File: config.mk
export PLATFORM = sky130hd
export DESIGN_NAME = pkt_framer
export DESIGN_NICKNAME = d
export VERILOG_FILES = /design/src/rtl/pkt_framer_pkg.sv /design/src/rtl/pkt_store.sv /design/src/rtl/drop_counter.sv /design/src/rtl/framer_ctrl.sv /design/src/rtl/pkt_framer.sv
export SDC_FILE = /design/constraint.sdc
export NUM_CORES = 2
export LEC_CHECK = 0
export BUFFER_PORTS_ARGS = -buffer_cell sky130_fd_sc_hd__buf_2
export CELL_PAD_IN_SITES_DETAIL_PLACEMENT = 2
export CELL_PAD_IN_SITES_GLOBAL_PLACEMENT = 2
export CORE_MARGIN = 5
export CORE_UTILIZATION = 50
export CTS_CLUSTER_SIZE = 10
export DETAILED_ROUTE_END_ITERATION = 10
export GPL_ROUTABILITY_DRIVEN = 1
export GPL_TIMING_DRIVEN = 0
export PLACE_DENSITY = 0.78
export SETUP_SLACK_MARGIN = 0.15
export SLEW_MARGIN = 5
export SYNTH_ARGS = -nofsm -noshare
export SYNTH_HDL_FRONTEND = slang
export SYNTH_SLANG_ARGS = --single-unit
File: constraint.sdc
create_clock -name clk_i -period 5.2 [get_ports clk_i]
set_input_delay 0.52 -clock clk_i [delete_from_list [all_inputs] [get_ports clk_i]]
set_output_delay 0.52 -clock clk_i [all_outputs]
set_load 0.1 [all_outputs]
File: src/rtl/pkt_framer_pkg.sv
package pkt_framer_pkg;
  typedef enum logic [1:0] {
    ST_HUNT = 2'd0,
    ST_COLL = 2'd1,
    ST_REL  = 2'd2
  } frm_state_e;
endpackage

File: src/rtl/pkt_store.sv
module pkt_store #(
  parameter int DEPTH  = 512,
  parameter int DW     = 8,
  localparam int AW    = $clog2(DEPTH)
) (
  input  logic          clk_i,
  input  logic          wr_en_i,
  input  logic [AW-1:0] wr_addr_i,
  input  logic [DW-1:0] wr_data_i,
  input  logic [AW-1:0] rd_addr_i,
  output logic [DW-1:0] rd_data_o
);
  logic [DW-1:0] mem_q [DEPTH];

  always_ff @(posedge clk_i) begin
    if (wr_en_i) mem_q[wr_addr_i] <= wr_data_i;
  end

  assign rd_data_o = mem_q[rd_addr_i];
endmodule

File: src/rtl/drop_counter.sv
module drop_counter #(
  parameter int CNT_W = 8
) (
  input  logic             clk_i,
  input  logic             rst_ni,
  input  logic             inc_i,
  output logic [CNT_W-1:0] cnt_o
);
  localparam logic [CNT_W-1:0] CNT_MAX = '1;
  logic [CNT_W-1:0] cnt_q;

  always_ff @(posedge clk_i or negedge rst_ni) begin
    if (!rst_ni)                     cnt_q <= '0;
    else if (inc_i && cnt_q != CNT_MAX) cnt_q <= cnt_q + 1'b1;
  end

  assign cnt_o = cnt_q;


  drop_step_chk: assert property (@(posedge clk_i) disable iff (!rst_ni)
    (cnt_q != $past(cnt_q)) |-> (cnt_q == $past(cnt_q) + 1'b1));
endmodule

File: src/rtl/framer_ctrl.sv
module framer_ctrl
  import pkt_framer_pkg::*;
#(
  parameter int          DEPTH = 512,
  parameter logic [7:0]  SOF   = 8'hFF,
  parameter logic [7:0]  EOF   = 8'hFE,
  localparam int         AW    = $clog2(DEPTH),
  localparam int         LW    = AW + 1
) (
  input  logic          clk_i,
  input  logic          rst_ni,
  input  logic          in_valid_i,
  input  logic [7:0]    in_data_i,
  output logic          in_ready_o,
  output logic          out_valid_o,
  output logic          out_last_o,
  input  logic          out_ready_i,
  output logic          in_packet_o,
  output logic          wr_en_o,
  output logic [AW-1:0] wr_addr_o,
  output logic [AW-1:0] rd_addr_o,
  output logic          drop_o
);
  localparam logic [LW-1:0] LEN_MAX = LW'(DEPTH);

  frm_state_e    state_q, state_d;
  logic [LW-1:0] len_q, len_d;
  logic [AW-1:0] rd_q, rd_d;
  logic          accept, is_sof, is_eof, last_rd;

  assign accept  = in_valid_i && (state_q != ST_REL);
  assign is_sof  = in_data_i == SOF;
  assign is_eof  = in_data_i == EOF;
  assign last_rd = {1'b0, rd_q} == (len_q - 1'b1);

  always_comb begin
    state_d   = state_q;
    len_d     = len_q;
    rd_d      = rd_q;
    wr_en_o   = 1'b0;
    wr_addr_o = '0;
    drop_o    = 1'b0;
    unique case (state_q)
      ST_HUNT: begin
        if (accept && is_sof) begin
          wr_en_o = 1'b1;
          len_d   = LW'(1);
          state_d = ST_COLL;
        end
      end
      ST_COLL: begin
        if (accept) begin
          if (is_sof) begin
            // restart on the new start marker
            drop_o  = 1'b1;
            wr_en_o = 1'b1;
            len_d   = LW'(1);
          end else if (len_q == LEN_MAX) begin
            drop_o  = 1'b1;
            state_d = ST_HUNT;
          end else begin
            wr_en_o   = 1'b1;
            wr_addr_o = len_q[AW-1:0];
            len_d     = len_q + 1'b1;
            if (is_eof) begin
              rd_d    = '0;
              state_d = ST_REL;
            end
          end
        end
      end
      ST_REL: begin
        if (out_ready_i) begin
          if (last_rd) state_d = ST_HUNT;
          else         rd_d    = rd_q + 1'b1;
        end
      end
      default: state_d = ST_HUNT;
    endcase
  end

  always_ff @(posedge clk_i or negedge rst_ni) begin
    if (!rst_ni) begin
      state_q <= ST_HUNT;
      len_q   <= '0;
      rd_q    <= '0;
    end else begin
      state_q <= state_d;
      len_q   <= len_d;
      rd_q    <= rd_d;
    end
  end

  assign in_ready_o  = state_q != ST_REL;
  assign out_valid_o = state_q == ST_REL;
  assign out_last_o  = out_valid_o && last_rd;
  assign in_packet_o = state_q == ST_COLL;
  assign rd_addr_o   = rd_q;


  open_on_sof_chk: assert property (@(posedge clk_i) disable iff (!rst_ni)
    $rose(in_packet_o) |-> $past(in_valid_i && in_data_i == SOF));

  len_bound_chk: assert property (@(posedge clk_i) disable iff (!rst_ni)
    len_q <= LEN_MAX);

  last_ends_chk: assert property (@(posedge clk_i) disable iff (!rst_ni)
    (out_valid_o && out_last_o && out_ready_i) |=> !out_valid_o);

  release_after_eof_chk: assert property (@(posedge clk_i) disable iff (!rst_ni)
    $rose(out_valid_o) |-> $past(in_valid_i && in_data_i == EOF));
endmodule

File: src/rtl/pkt_framer.sv
module pkt_framer #(
  parameter int         DEPTH = 512,
  parameter int         CNT_W = 8,
  parameter logic [7:0] SOF   = 8'hFF,
  parameter logic [7:0] EOF   = 8'hFE,
  localparam int        AW    = $clog2(DEPTH)
) (
  input  logic             clk_i,
  input  logic             rst_ni,
  input  logic             in_valid_i,
  input  logic [7:0]       in_data_i,
  output logic             in_ready_o,
  output logic             out_valid_o,
  output logic [7:0]       out_data_o,
  output logic             out_last_o,
  input  logic             out_ready_i,
  output logic             in_packet_o,
  output logic [CNT_W-1:0] drop_cnt_o
);
  logic          wr_en, drop;
  logic [AW-1:0] wr_addr, rd_addr;

  framer_ctrl #(.DEPTH(DEPTH), .SOF(SOF), .EOF(EOF)) u_ctrl (
    .clk_i       (clk_i),
    .rst_ni      (rst_ni),
    .in_valid_i  (in_valid_i),
    .in_data_i   (in_data_i),
    .in_ready_o  (in_ready_o),
    .out_valid_o (out_valid_o),
    .out_last_o  (out_last_o),
    .out_ready_i (out_ready_i),
    .in_packet_o (in_packet_o),
    .wr_en_o     (wr_en),
    .wr_addr_o   (wr_addr),
    .rd_addr_o   (rd_addr),
    .drop_o      (drop)
  );

  pkt_store #(.DEPTH(DEPTH), .DW(8)) u_store (
    .clk_i     (clk_i),
    .wr_en_i   (wr_en),
    .wr_addr_i (wr_addr),
    .wr_data_i (in_data_i),
    .rd_addr_i (rd_addr),
    .rd_data_o (out_data_o)
  );

  drop_counter #(.CNT_W(CNT_W)) u_drop (
    .clk_i  (clk_i),
    .rst_ni (rst_ni),
    .inc_i  (drop),
    .cnt_o  (drop_cnt_o)
  );


  hold_out_chk: assert property (@(posedge clk_i) disable iff (!rst_ni)
    (out_valid_o && !out_ready_i) |=> (out_valid_o && $stable(out_data_o) && $stable(out_last_o)));

  no_in_during_rel_chk: assert property (@(posedge clk_i) disable iff (!rst_ni)
    out_valid_o |-> !in_ready_o);
endmodule

==> results of run 1 <==
==> logic make-up after synthesis <==
group | Yosys count | share of synthesized area, %
fa+ha+maj | 4 | 0.03107
mux | 1361 | 16.29
compound gates | 592 | 2.583
flops | 4125 | 76.81
xor+xnor | 16 | 0.08701
buf+inv | 490 | 1.649
simple gates | 975 | 2.546
==> layer usage <==
metal,GRT usage [%],GRT overflow
met1,78.07,10
met4,72.19,72
met3,69.43,11
met2,88.74,76
met5,49.87,0
==> per-stage QoR <==
step,instances,setup WS (ps),hold WS (ps)
after floorplan,7563,541.8,224.4
after detailed placement,12090,-3165,509.0
after global placement,11900,-9542,483.9
after CTS,12970,-623.9,10.72
==> cell usage after synthesis, types with 12 or more instances <==
library cell	count	area share, %
clkbuf_1	211	0.49
a2111oi_0	15	0.082
buf_2	96	0.30
buf_6	47	0.33
a21oi_1	115	0.36
a211oi_1	37	0.17
edfxtp_1	4096	76
nand2_1	204	0.48
o21ai_0	77	0.24
nor2b_1	22	0.085
nand3_1	35	0.11
nor2_1	602	1.4
mux2i_1	333	2.1
buf_1	44	0.10
mux4_2	1006	14
nor3_1	21	0.065
o211ai_1	29	0.14
o31ai_1	18	0.084
a22oi_1	43	0.20
o22ai_1	52	0.20
nand4_1	17	0.066
buf_4	69	0.32
a31oi_1	13	0.050
a221oi_1	47	0.26
mux2_2	22	0.15
o221ai_1	40	0.22
a311oi_1	12	0.065
dfrtp_1	29	0.45
==> what timing repair did <==
| action | 4_1_cts |
|---|---|
| hold buffers | 6 |
| setup endpoints to repair | 3879 |
| gates resized for setup | 1129 |
| pin swaps | 32 |
| endpoints found under the hold margin | 95 |
| buffers inserted | 282 |
| gates cloned | 1 |
==> flow_summary.toml, run 1 <==
[place]
placed_area_um2 = 171100
dp_hpwl_mm = 605.9
place_congestion = 1.059
io_buffers = 31

[cts]
htree_levels = 5
cts-buffers-inserted = 461
clockBufferDepth = 4
cts-root-buf = "clkbuf_16"
clock_sinks = 4125

[status]
status = "stopped before the end"
stop_stage = "global routing"
toolErrorMsg = "[ERROR GRT-0232] Routing congestion too high. Check the congestion heatmap in the GUI."

[sta]
worst_endpoint = "out_data_o[1]"
worst-ep-kind = "output port"

[die]
start_util_pct = 50.19
fp.dieH_um = 577.6
rows = 208
io_pins = 32
die_width_um = 577.6

[synthesis]
syn_inst = 7563
synth_ff_type = "edfxtp_1"
ys_types = 88
syn_nets = 7579
synth-edff-count = 4096
synth-seq-area-share_pct = 76.81
avgSynthCellArea_um2 = 21.30
ys_async_sr_fraction_pct = 0.7030
syn_area_um2 = 161100
synth_seq_cells = 4125
ys_warn_count = 0

[global_routing]
antenna_found_initial = 219
gr-usage-all-layers_pct = 77.62
overflow = 169
grt_max_degree = 157
==> inputs of run 2 (changes only) <==
CELL_PAD_IN_SITES_DETAIL_PLACEMENT = default   (was 2)
CELL_PAD_IN_SITES_GLOBAL_PLACEMENT = default   (was 2)
CORE_UTILIZATION = 35   (was 50)
CTS_CLUSTER_SIZE = default   (was 10)
PLACE_DENSITY = default   (was 0.78)
PLACE_DENSITY_LB_ADDON = 0.15   (was default)
SETUP_SLACK_MARGIN = default   (was 0.15)
==> flow_summary.toml, run 2 <==
[setup_path]
rrSetupSlack_ps = -330
worst_setup_path_startpoint = "u_ctrl.rd_addr_o[4]"
worstPathCellList = "clkbuf_4 > buf_6 > clkbuf_2 > buf_12 > buf_4 > o221ai_1 > o22ai_2 > nor2_4 > o211ai_1 > a32oi_4 > buf_12"
crit_top_cell = "buf_12"
cpLargestDelayFamily = "buffers and inverters"
critPathBufInv = 6
crit_path_end = "out_data_o[5]"
worst_path_max_delay_cell = "o211ai_1"
critPathCaptureType = "output port"
start_kind = "flip-flop"
reg2reg_depth = 9
critPathArrivalTime_ps = 5610
worst-setup-path-type = "flip-flop to output port"
r2r-end = "u_store.mem_q[69][3]"
crit_path_max_incr_delay_ps = 930
required_ps = 4680
reg2reg_from = "u_ctrl.len_q[8]"
crit_cells = 11
path_max_fanout = 10

[power]
power.switching_mw = 14.74
p_per_area_nw_per_um2 = 350.0
p_clk_share_pct = 45.3
p_comb_share_pct = 1.6
leakagePower_nw = 60.14
switching_share_pct = 21.41
power_mw = 68.86
pwr-share-seq_pct = 53.1
worst_ir_drop_vdd_mv = 0.3102
p_int_mw = 54.12

[die]
die_width_um = 688.4
start_util_pct = 35.07
dieArea_um2 = 473900
io_pins = 32
rows = 249
fp.dieH_um = 688.4
core_area_um2 = 459200

[route]
routed_wl_mm = 853.5
vias = 100000
wl_per_cell_um = 56.08
drtAntennaViolNets = 0
drtPass1Iterations = 8
viasPerCell = 6.571
remaining_drc_errors = 0
initialDrtViolationCount = 20720

[cells_and_area]
final_nets = 8610
largest_register_ffs = 4096
final_common_cell = "edfxtp_1"
drive_above_1_share_pct = 33.19
layout_common_cells = "edfxtp_1 (4096), mux4_2 (1006), nor2_1 (481)"
syn_to_final_growth_pct = 22.16
top_register = "u_store.mem_q"
fin_area_um2 = 196800

[synthesis]
yosys.area.top_type_share_pct = 76.36
yosysTopAreaCell = "edfxtp_1"
syn_inst = 7563
ys_types = 88
synth-seq-area-share_pct = 76.81
synthTopCellsByCount = "edfxtp_1 (4096), mux4_2 (1006), nor2_1 (602)"
synth-edff-count = 4096
syn_nets = 7579
syn_area_um2 = 161100
synth_ff_type = "edfxtp_1"
ys_async_sr_fraction_pct = 0.7030
yosys-top-cells-area = "edfxtp_1 (76%), mux4_2 (14%), mux2i_1 (2.1%), nor2_1 (1.4%), clkbuf_1 (0.49%)"
synth_seq_cells = 4125
synth.most_common_cell = "edfxtp_1"
ys_warn_count = 0
avgSynthCellArea_um2 = 21.30

[sta]
slew_headroom_pct = -3.935
tightest_slew_ps = 1553
rsz0062_at_grt = "true"
setup_ws_ps = -928.9
fin_tns_setup_ps = -66340
hold_viol_final = 0
drv_slew = 16
setup_viol = 685
period_share_pct = 117.9
layout_min_cycle_time_ps = 6129
fin_skew_ps = 68.81
max_freq_mhz = 163.2

[global_routing]
overflow = 0
first_global_vias = 89420
grt_max_degree = 141
grt_pass1_wl_mm = 1046
antenna_found_initial = 157
gr-usage-all-layers_pct = 35.23

[place]
place_congestion = 1.011
dp_hpwl_mm = 570.0
place_ws_ps = -3556
io_buffers = 31
placed_area_um2 = 173700

[cts]
clockBufferDepth = 4
clock_sinks = 4125
clock_latency_ps = 1070
cts.reportedPaths.clkPinSlew_ps = 60
htree_levels = 5
cts-root-buf = "clkbuf_16"
cts-buffers-inserted = 443
cts_tree = "done"

[status]
failed_checks = "capacitance limit, slew limit, setup timing"
status = "complete, but fails checks"

[job]
maxCapViolCount = 3

[min_path]
hold_class = "input port to flip-flop"
## run 2: cell counts after synthesis
Identical to the previous run, type by type.
## run 2: repair_timing
item                                     CTS  global route
endpoints found under the setup margin  1797           724
resized for setup                       1090           219
pin swaps                                 37            38
cloned                                     1             1
hold endpoints to repair                 154             0
buffers inserted                         195           151
hold buffers                              11             0
## run 2: logic make-up (layout without fill, tap and decap cells)
| kind of cell | after synthesis | after routing | share of synthesized area, % |
|---|---|---|---|
| xor+xnor | 16 | 16 | 0.08701 |
| fa+ha+maj | 4 | 4 | 0.03107 |
| flops | 4125 | 4125 | 76.81 |
| simple gates | 975 | 975 | 2.546 |
| compound gates | 592 | 592 | 2.583 |
| buf+inv | 490 | 1881 | 1.649 |
| other cells | 0 | 116 | 0 |
| mux | 1361 | 1361 | 16.29 |
## run 2: stage by stage
stage / utilization (%) / hold WS [ps] / cells
floorplan: - / 224.4 / 7563
global placement: 36.78 / 479.6 / 13740
detailed placement: 37.83 / 490.2 / 13940
CTS: 42.28 / 0.5913 / 14950
global route: 42.80 / 35.98 / 15130
finish: 42.85 / 20.29 / 15220
## run 2: cell type report
type                       count  area, µm²
tap                         6149       7694
inverter                      13      60.06
sequential                  4125     123700
fill                       39690     262500
antenna                      116      290.3
multi-input combinational   2948      36370
timing repair buffer         587       8210
buffer                       476       6638
clock inverter               233       2110
clock buffer                 572      11660
## run 2: how the worst min path moves through the flow
| stage | startpoint | end | slack (ps) | cells after the start |
|---|---|---|---|---|
| 2_1_floorplan | rst_ni | u_ctrl.len_q[0] | 220 | 0 |
| 3_3_place_gp | u_drop.cnt_o[6] | u_drop.cnt_o[6] | 480 | 1 |
| 3_5_place_dp | u_drop.cnt_o[6] | u_drop.cnt_o[6] | 490 | 1 |
| 4_1_cts | in_data_i[4] | u_store.mem_q[63][4] | 0.6 | 3 |
| 5_1_grt | in_data_i[2] | u_store.mem_q[371][2] | 40 | 2 |
| 6_report | in_data_i[4] | u_store.mem_q[57][4] | 20 | 3 |
## run 2: layer usage
layer / up-vias / track usage, % / routed length, µm
met5: - / 0.3536 / 931
met4: 50 / 27.14 / 79000
met3: 2333 / 15.90 / 127400
met2: 9529 / 48.45 / 352800
met1: 54150 / 43.06 / 293300
li1: 33940 / - / -
## run 2: worst register-to-register path: stages (launching register included)
cell and delay, ps:
dfrtp_1 320, clkbuf_1 560, nor3_2 290, nand4_2 350, nand2_1 380, nor3_1 700
nand2_2 710, clkbuf_2 650, buf_16 330, nor2_1 850
## run 2: power by group through the flow
stage	clock, mW	sequential [mW]	combinational [mW]
2_1_floorplan	0	37.3	0.209
4_1_cts	31.1	36.6	1.05
3_5_place_dp	0	37.3	1.01
3_3_place_gp	0	37.6	0.854
6_report	31.2	36.6	1.09
5_1_grt	32.5	36.6	1.11
No activity file was read; power rests on OpenSTA's default activity.
